<file path="src/rtl/mbox_pkg.sv">
package mbox_pkg;
  localparam int WORD_W    = 32;
  localparam int OWNER_BIT = 31;
  localparam int RSTF_BIT  = 24;
  localparam int DIR_BIT   = 7;

  // Header view of the last word
  typedef struct packed {
    logic       owner;     // 31: 1 = responder holds the mailbox
    logic [5:0] rsv_hi;    // 30:25
    logic       rst_flag;  // 24
    logic [7:0] rsv_mid;   // 23:16
    logic [7:0] status;    // 15:8
    logic       dir;       // 7
    logic       rsv_lo;    // 6
    logic [2:0] version;   // 5:3
    logic [2:0] kind;      // 2:0
  } hdr_t;

  // Replace the owner bit of a header word
  function automatic logic [WORD_W-1:0] with_owner(input logic [WORD_W-1:0] w,
                                                   input logic v);
    hdr_t h;
    h = hdr_t'(w);
    h.owner = v;
    return WORD_W'(h);
  endfunction

  function automatic logic owner_of(input logic [WORD_W-1:0] w);
    return w[OWNER_BIT];
  endfunction
endpackage

</file>
<file path="src/rtl/mbox_own.sv">
module mbox_own #(
  parameter int NWORDS = 8,
  localparam int AW = $clog2(NWORDS),
  localparam int LAST = NWORDS - 1
) (
  input  logic          clk,
  input  logic          rst_n,
  input  logic          owner,
  input  logic          req_wr,
  input  logic [AW-1:0] req_addr,
  input  logic          rsp_wr,
  output logic          req_acc,
  output logic          rsp_acc,
  output logic          req_drop,
  output logic          own_pulse,
  output logic          req_err
);
  assign req_acc  = req_wr & ~owner;
  assign rsp_acc  = rsp_wr & owner;
  assign req_drop = req_wr & owner;

  always_ff @(posedge clk) begin
    if (!rst_n) begin
      req_err   <= 1'b0;
      own_pulse <= 1'b0;
    end else begin
      req_err   <= req_err | req_drop;
      own_pulse <= req_acc && (req_addr == AW'(LAST));
    end
  end
endmodule

</file>
<file path="src/rtl/mbox_store.sv">
module mbox_store
  import mbox_pkg::*;
#(
  parameter int NWORDS = 8,
  localparam int AW = $clog2(NWORDS),
  localparam int LAST = NWORDS - 1
) (
  input  logic                          clk,
  input  logic                          rst_n,
  input  logic                          req_acc,
  input  logic [AW-1:0]                 req_addr,
  input  logic [WORD_W-1:0]             req_wdata,
  input  logic                          rsp_acc,
  input  logic [AW-1:0]                 rsp_addr,
  input  logic [WORD_W-1:0]             rsp_wdata,
  output logic [NWORDS-1:0][WORD_W-1:0] words
);
  for (genvar i = 0; i < NWORDS; i++) begin : g_word
    if (i == LAST) begin : g_hdr
      always_ff @(posedge clk) begin
        if (!rst_n)
          words[i] <= '0;
        else if (req_acc && req_addr == AW'(i))
          words[i] <= with_owner(req_wdata, 1'b1);
        else if (rsp_acc && rsp_addr == AW'(i))
          words[i] <= with_owner(rsp_wdata, 1'b0);
      end
    end else begin : g_pay
      always_ff @(posedge clk) begin
        if (!rst_n)
          words[i] <= '0;
        else if (req_acc && req_addr == AW'(i))
          words[i] <= req_wdata;
        else if (rsp_acc && rsp_addr == AW'(i))
          words[i] <= rsp_wdata;
      end
    end
  end
endmodule

</file>
<file path="src/rtl/mbox_handoff.sv">
module mbox_handoff
  import mbox_pkg::*;
#(
  parameter int NWORDS = 8,
  localparam int AW = $clog2(NWORDS),
  localparam int LAST = NWORDS - 1
) (
  input  logic              clk,
  input  logic              rst_n,
  input  logic              fn_rst,
  input  logic              req_wr,
  input  logic [AW-1:0]     req_addr,
  input  logic [WORD_W-1:0] req_wdata,
  output logic [WORD_W-1:0] req_rdata,
  input  logic              rsp_wr,
  input  logic [AW-1:0]     rsp_addr,
  input  logic [WORD_W-1:0] rsp_wdata,
  output logic [WORD_W-1:0] rsp_rdata,
  output logic              owner_is_responder,
  output logic              own_pulse,
  output logic              req_err
);
  logic [NWORDS-1:0][WORD_W-1:0] words;
  logic req_acc, rsp_acc, req_drop;
  logic req_last_acc, rsp_last_acc;

  assign owner_is_responder = owner_of(words[LAST]);
  assign req_last_acc = req_acc && (req_addr == AW'(LAST));
  assign rsp_last_acc = rsp_acc && (rsp_addr == AW'(LAST));

  mbox_own #(.NWORDS(NWORDS)) u_own (
    .clk(clk), .rst_n(rst_n), .owner(owner_is_responder),
    .req_wr(req_wr), .req_addr(req_addr), .rsp_wr(rsp_wr),
    .req_acc(req_acc), .rsp_acc(rsp_acc), .req_drop(req_drop),
    .own_pulse(own_pulse), .req_err(req_err)
  );

  mbox_store #(.NWORDS(NWORDS)) u_store (
    .clk(clk), .rst_n(rst_n),
    .req_acc(req_acc), .req_addr(req_addr), .req_wdata(req_wdata),
    .rsp_acc(rsp_acc), .rsp_addr(rsp_addr), .rsp_wdata(rsp_wdata),
    .words(words)
  );

  always_comb begin
    rsp_rdata = '0;
    if (int'(rsp_addr) < NWORDS) rsp_rdata = words[rsp_addr];
    req_rdata = '0;
    if (fn_rst) req_rdata = '1;
    else if (int'(req_addr) < NWORDS) req_rdata = words[req_addr];
  end
endmodule

</file>
<file path="config.mk">
export PLATFORM = sky130hd
export DESIGN_NAME = mbox_handoff
export DESIGN_NICKNAME = d
export VERILOG_FILES = /design/src/rtl/mbox_pkg.sv /design/src/rtl/mbox_own.sv /design/src/rtl/mbox_store.sv /design/src/rtl/mbox_handoff.sv
export SDC_FILE = /design/constraint.sdc
export NUM_CORES = 1
export LEC_CHECK = 0
export BUFFER_PORTS_ARGS = -buffer_cell sky130_fd_sc_hd__buf_2
export CELL_PAD_IN_SITES_DETAIL_PLACEMENT = 0
export CELL_PAD_IN_SITES_GLOBAL_PLACEMENT = 1
export CORE_MARGIN = 3
export CORE_UTILIZATION = 50
export CTS_CLUSTER_SIZE = 20
export DETAILED_ROUTE_END_ITERATION = 10
export PLACE_DENSITY_LB_ADDON = 0.1
export SLEW_MARGIN = 20
export SYNTH_ARGS = -nofsm -noshare
export SYNTH_HDL_FRONTEND = slang
export SYNTH_SLANG_ARGS = --single-unit
</file>
<file path="constraint.sdc">
create_clock -name clk -period 3.3 [get_ports clk]
set_input_delay 0.66 -clock clk [delete_from_list [all_inputs] [get_ports clk]]
set_output_delay 0.66 -clock clk [all_outputs]
set_load 0.01 [all_outputs]
</file>
=== Word-level counts from Yosys, hierarchy flattened ===
Cells that the tools add are included.

* Magnitude comparators: 2
* Shifts and indexed selects: 0
* Add/subtract/negate cells: 0
* Reduce and logical (&&, ||, !) cells: 26
* Multiply operators: 0
* Eq/ne operators: 14
* Div/mod/pow operators: 0
* Bitwise gates (word level): 5
* Mux-type cells: 21

{| class="wikitable"
|+ Operators with widths
! kind !! number
|-
| 2-to-1 mux 32 bit || 19
|-
| binary-select mux 32 bit (select 3 bit) || 2
|-
| == test 3 bit (second input constant) || 8
|-
| logical AND 1 bit || 16
|-
| nonzero test 2 bit || 8
|-
| == test 3 x 2 -> 1 bit (second input constant) || 4
|-
| less-than comparator 3 x 4 -> 1 bit (second input constant) || 2
|-
| == test 3 x 1 -> 1 bit (second input constant) || 2
|-
| logical NOT 3 bit || 2
|-
| bitwise AND 1 bit || 3
|-
| inverter 1 bit || 1
|-
| OR 1 bit || 1
|}

* Memories: 0
* Input port bits: 75
* Logic and storage cells: 78
* Latch bits: 0
* Memory bits (read-only): 0
* Bits in registers: 258
* Output and inout bits: 67
* Memory bits (writable): 0

=== Longest topological paths before layout ===
* Depth after elaboration: 4
* Depth in mapped cells: 7
* Mapped depth without buffers: 3

=== Hierarchy ===
From an unflattened synthesis, not the netlist that was laid out.

* Cells, all modules: 1,862
* Area total of the unflattened synthesis: 15,424.8 µm²

{| class="wikitable"
|+ By module, submodules not included
! module !! cells an instance !! instances !! area each (µm²) !! sequential area each (µm²)
|-
| mbox_store || 1,480 || 1 || 11,096.9 || 5,124.9
|-
| mbox_handoff || 374 || 1 || 4,241.6 || 0.0
|-
| mbox_own || 8 || 1 || 86.3 || 40.0
|}

=== Worst setup path before layout ===
OpenSTA, ideal clock, no wires.

* Path kind: in2out
* From: input port rsp_addr[1]
* To: output port rsp_rdata[31]
* Cell stages on the path: 5
* Data arrival time: 2.010 ns
* Required time: 2.640 ns
* Path slack: 0.630 ns
* Buffers on the path: 3
* Cell sequence: buf_2 buf_2 buf_1 mux4_2 mux2_2

* Word-level cells in the longest chain between the ends: 2

{| class="wikitable"
|+ RTL lines
! what !! RTL line !! text
|-
| start, declared || mbox_handoff.sv:16 || <nowiki>input logic [AW-1:0] rsp_addr,</nowiki>
|-
| binary-select mux 32 bit (select 3 bit) || mbox_handoff.sv:47 || <nowiki>if (int'(rsp_addr) < NWORDS) rsp_rdata = words[rsp_addr];</nowiki>
|-
| 2-to-1 mux 32 bit (implied by the code) || mbox_handoff.sv:47 ||
|-
| end, declared || mbox_handoff.sv:18 || <nowiki>output logic [WORD_W-1:0] rsp_rdata,</nowiki>
|}

No other way between the ends. The select of a mux whose other input is x is not followed.

=== Final worst setup path ===
* From: input port rsp_addr[0]
* To: output port rsp_rdata[6]

Same word-level chain as after synthesis.

==> impl_metrics.yaml <==
sta:
  slew_headroom: 0.271
  rsz0062_at_grt: "false"
  min_period_ps: 3050
  finalClockSkew_ps: 27.1
  setup_viol: 0
  drv_slew: 0
  finalCritPeriodShare: 0.923
  hold_violations: 0
  worst_pin_slew_ps: 1090
  max_freq_mhz: 328
  fin_setup_tns_ps: 0
  setup_slack_ps: 254
die:
  io_pins: 142
  coreArea_sq_um: 30000
  start_util: 0.513
  die_x_um: 181
  num_rows: 63
  die_h_um: 181
  dieArea_sq_um: 32900
critical_path:
  cp-end-kind: "output port"
  reg2reg_slack_ps: 680
  critPathLaunch: "rsp_addr[0]"
  cp.required_ps: 2640
  worst_ep_arrival_time_ps: 2390
  cpMostUsedCell: "buf_4"
  worstPathMaxFanout: 24
  slowest_stage: "mux4_2"
  crit_chain: "buf_4 > buf_4 > mux4_2 > mux2_2 > buf_2"
  critical_path_class: "primary input to output port"
  worstSetupStartpointType: "primary input"
  rr_startpoint: "u_store.words[255]$_SDFFE_PN0P_"
  slowest_delay_ps: 520
  r2r-end: "u_store.words[229]$_SDFFE_PN0P_"
  ff2ff_path_depth: 5
place:
  gp_congestion: 0.877
  portBuffers: 141
  dp.cells: 1907
  pre_cts_slack_ps: 229
  dp_hpwl_um: 38300
cells_and_area:
  antenna_cells: 0
  drive_gt1_frac: 0.325
  syn2layout_area_growth_pct: 14.4
  fin_cells: 1962
  nets: 1624
route:
  drt-pass1-iter-count: 5
  drc: 0
  vias_per_cell: 7.59
  wl_per_cell_um: 31.3
  drt_iter0_drc: 1730
  drt_wl_total_um: 61500
  postRouteAntennaNets: 0
  dr_total_vias: 14900
synthesis:
  syn_inst: 1475
  async_flop_share: 0
  synth_edf_count: 0
  yosysWarnings: 0
  syn_area_sq_um: 15400
  syn_nets: 1550
  yosysSeqAreaShare: 0.336
  synth-seq-cells: 258
  synth_cell_types: 54
  synth_flop_cell: "dfxtp_1"
  syn_avg_cell_area_sq_um: 10.4
power_and_ir_drop:
  power_density_nw_per_um2: 450
  power_leakage_uw: 0.00629
  max-vdd-ir-drop_mv: 0.384
global_route:
  grt_antenna_before_repair: 0
  grt_max_degree: 187
  grt_util_all_layers: 0.361
  grt_pass1_vias: 14500
  overflow: 0
  grt_pass1_wl_um: 92400
clock_tree:
  clk_pin_slew_ps: 60
  cts.path.max_buffers: 3
  htreeDepth: 1
  clk_latency_ps: 570
  cts_resized: 0
  cts_hold_buf: 0
  cts_setup_buffers: 0
  tritoncts: "built"
  cts_buffers: 30
  clkSinkCount: 258
  cts-root-buf: "clkbuf_16"
worst_hold_path:
  hold_start: "rsp_wdata[17]"
  hold_end: "u_store.words[17]$_SDFFE_PN0P_"
  min_path_cells: 3
  holdCritPathClass: "primary input to register"
flow_run:
  drv_cap: 0
status:
  status: "complete, no violations"
[cell usage in the layout, fill, tap and decap left out, types with 14 or more instances in the layout]
cell,count
a221o_1,92
a22o_1,44
a311oi_1,50
a32oi_1,25
and2_1,26
and3b_1,20
buf_2,135
buf_4,90
clkbuf_16,31
dfxtp_1,257
mux2_2,32
mux4_2,128
nand2_1,83
nand3_1,22
nand3b_1,43
nand4_1,20
nor2_1,93
nor3_1,54
o21ai_0,53
o221a_2,27
o221ai_1,14
o22a_1,32
o22ai_1,62
o31a_1,27
or3b_2,15
[where the power goes]
part | switching [uW] | leakage [uW] | internal [uW]
Sequential | 78.4 | 0.00209 | 3200
Combinational | 731 | 0.00370 | 456
Clock | 1390 | 0.000497 | 2050
[worst max-delay path by stage]
stage                    endpoint  slack, ps  cells after the start
global placement     rsp_rdata[6]        250                      5
finish               rsp_rdata[6]        250                      5
detailed placement   rsp_rdata[6]        230                      5
global route         rsp_rdata[0]        180                      5
floorplan           rsp_rdata[31]        630                      5
CTS                  rsp_rdata[6]        230                      5
[sequential cells by signal, indices dropped and copies added (netlist names)]
name	cells
u_own.req_err	1
u_store.words	256
u_own.own_pulse	1
[cell families after synthesis]
logic type | Yosys count | share of synthesized area
AOI/OAI and AO/OA | 462 | 0.255
buffers and inverters | 194 | 0.0573
and+or+nand+nor | 401 | 0.141
DFF | 258 | 0.336
muxes | 160 | 0.211
[metrics by stage]
| step | instance area [sq um] | hold WS [ps] | power [uW] | utilization |
|---|---|---|---|---|
| after floorplan | 15400 | 442 | 4030 | - |
| after global placement | 16600 | 453 | 4490 | 0.553 |
| after detailed placement | 16600 | 462 | 4500 | 0.553 |
| after CTS | 17600 | 404 | 7880 | 0.587 |
| after global routing | 17600 | 422 | 8100 | 0.587 |
| final | 17600 | 408 | 7900 | 0.587 |
[area by class of cell]
| class | count | area [sq um] |
|---|---|---|
| clock inverters | 8 | 92.6 |
| well taps | 390 | 488 |
| flip-flops and latches | 258 | 5170 |
| clock buffers | 47 | 916 |
| inverters | 1 | 5.00 |
| repair buffers | 235 | 1540 |
| fillers | 2621 | 12400 |
| multi-input cells | 1023 | 9370 |
[synthesized netlist by cell type, drive strengths merged, types with 2 or more instances]
library cell	number	area [sq um]
o22ai	65	433
nand4	20	125
dfxtp	258	5160
nor3	54	270
clkbuf	85	319
nand3b	44	334
nor3b	2	31.3
a221oi	8	148
or2	2	12.5
or3b	16	140
o221a	27	304
mux2	32	360
nand2	83	312
mux4	128	2880
a32oi	25	219
o22a	32	280
and3b	20	175
a22o	44	385
o211ai	2	15.0
and2	26	163
o31ai	6	45.0
a221o	92	921
buf	108	558
nor2b	2	12.5
o21ai	57	285
a21oi	8	40.0
and3	4	25.0
nand4b	2	23.8
o2bb2ai	4	35.0
a311oi	50	438
o31a	27	236
nand3	23	120
nor2	98	380
o221ai	14	123
nand2b	3	18.8
[layer usage]
layer | wire length, um | part of all wire | vias up | track usage
li1 | - | - | 6174 | -
met1 | 24100 | 0.39 | 7391 | 0.493
met2 | 27500 | 0.45 | 1097 | 0.552
met3 | 7070 | 0.11 | 233 | 0.0906
met4 | 2790 | 0.045 | 0 | 0.149
met5 | 0 | 0 | - | 0
[worst max-delay path: cells and delay by family]
family / cells / cell delay (ps)
buf+inv: 3 / 890
mux: 2 / 810
Power figures use the tool's default switching activity.
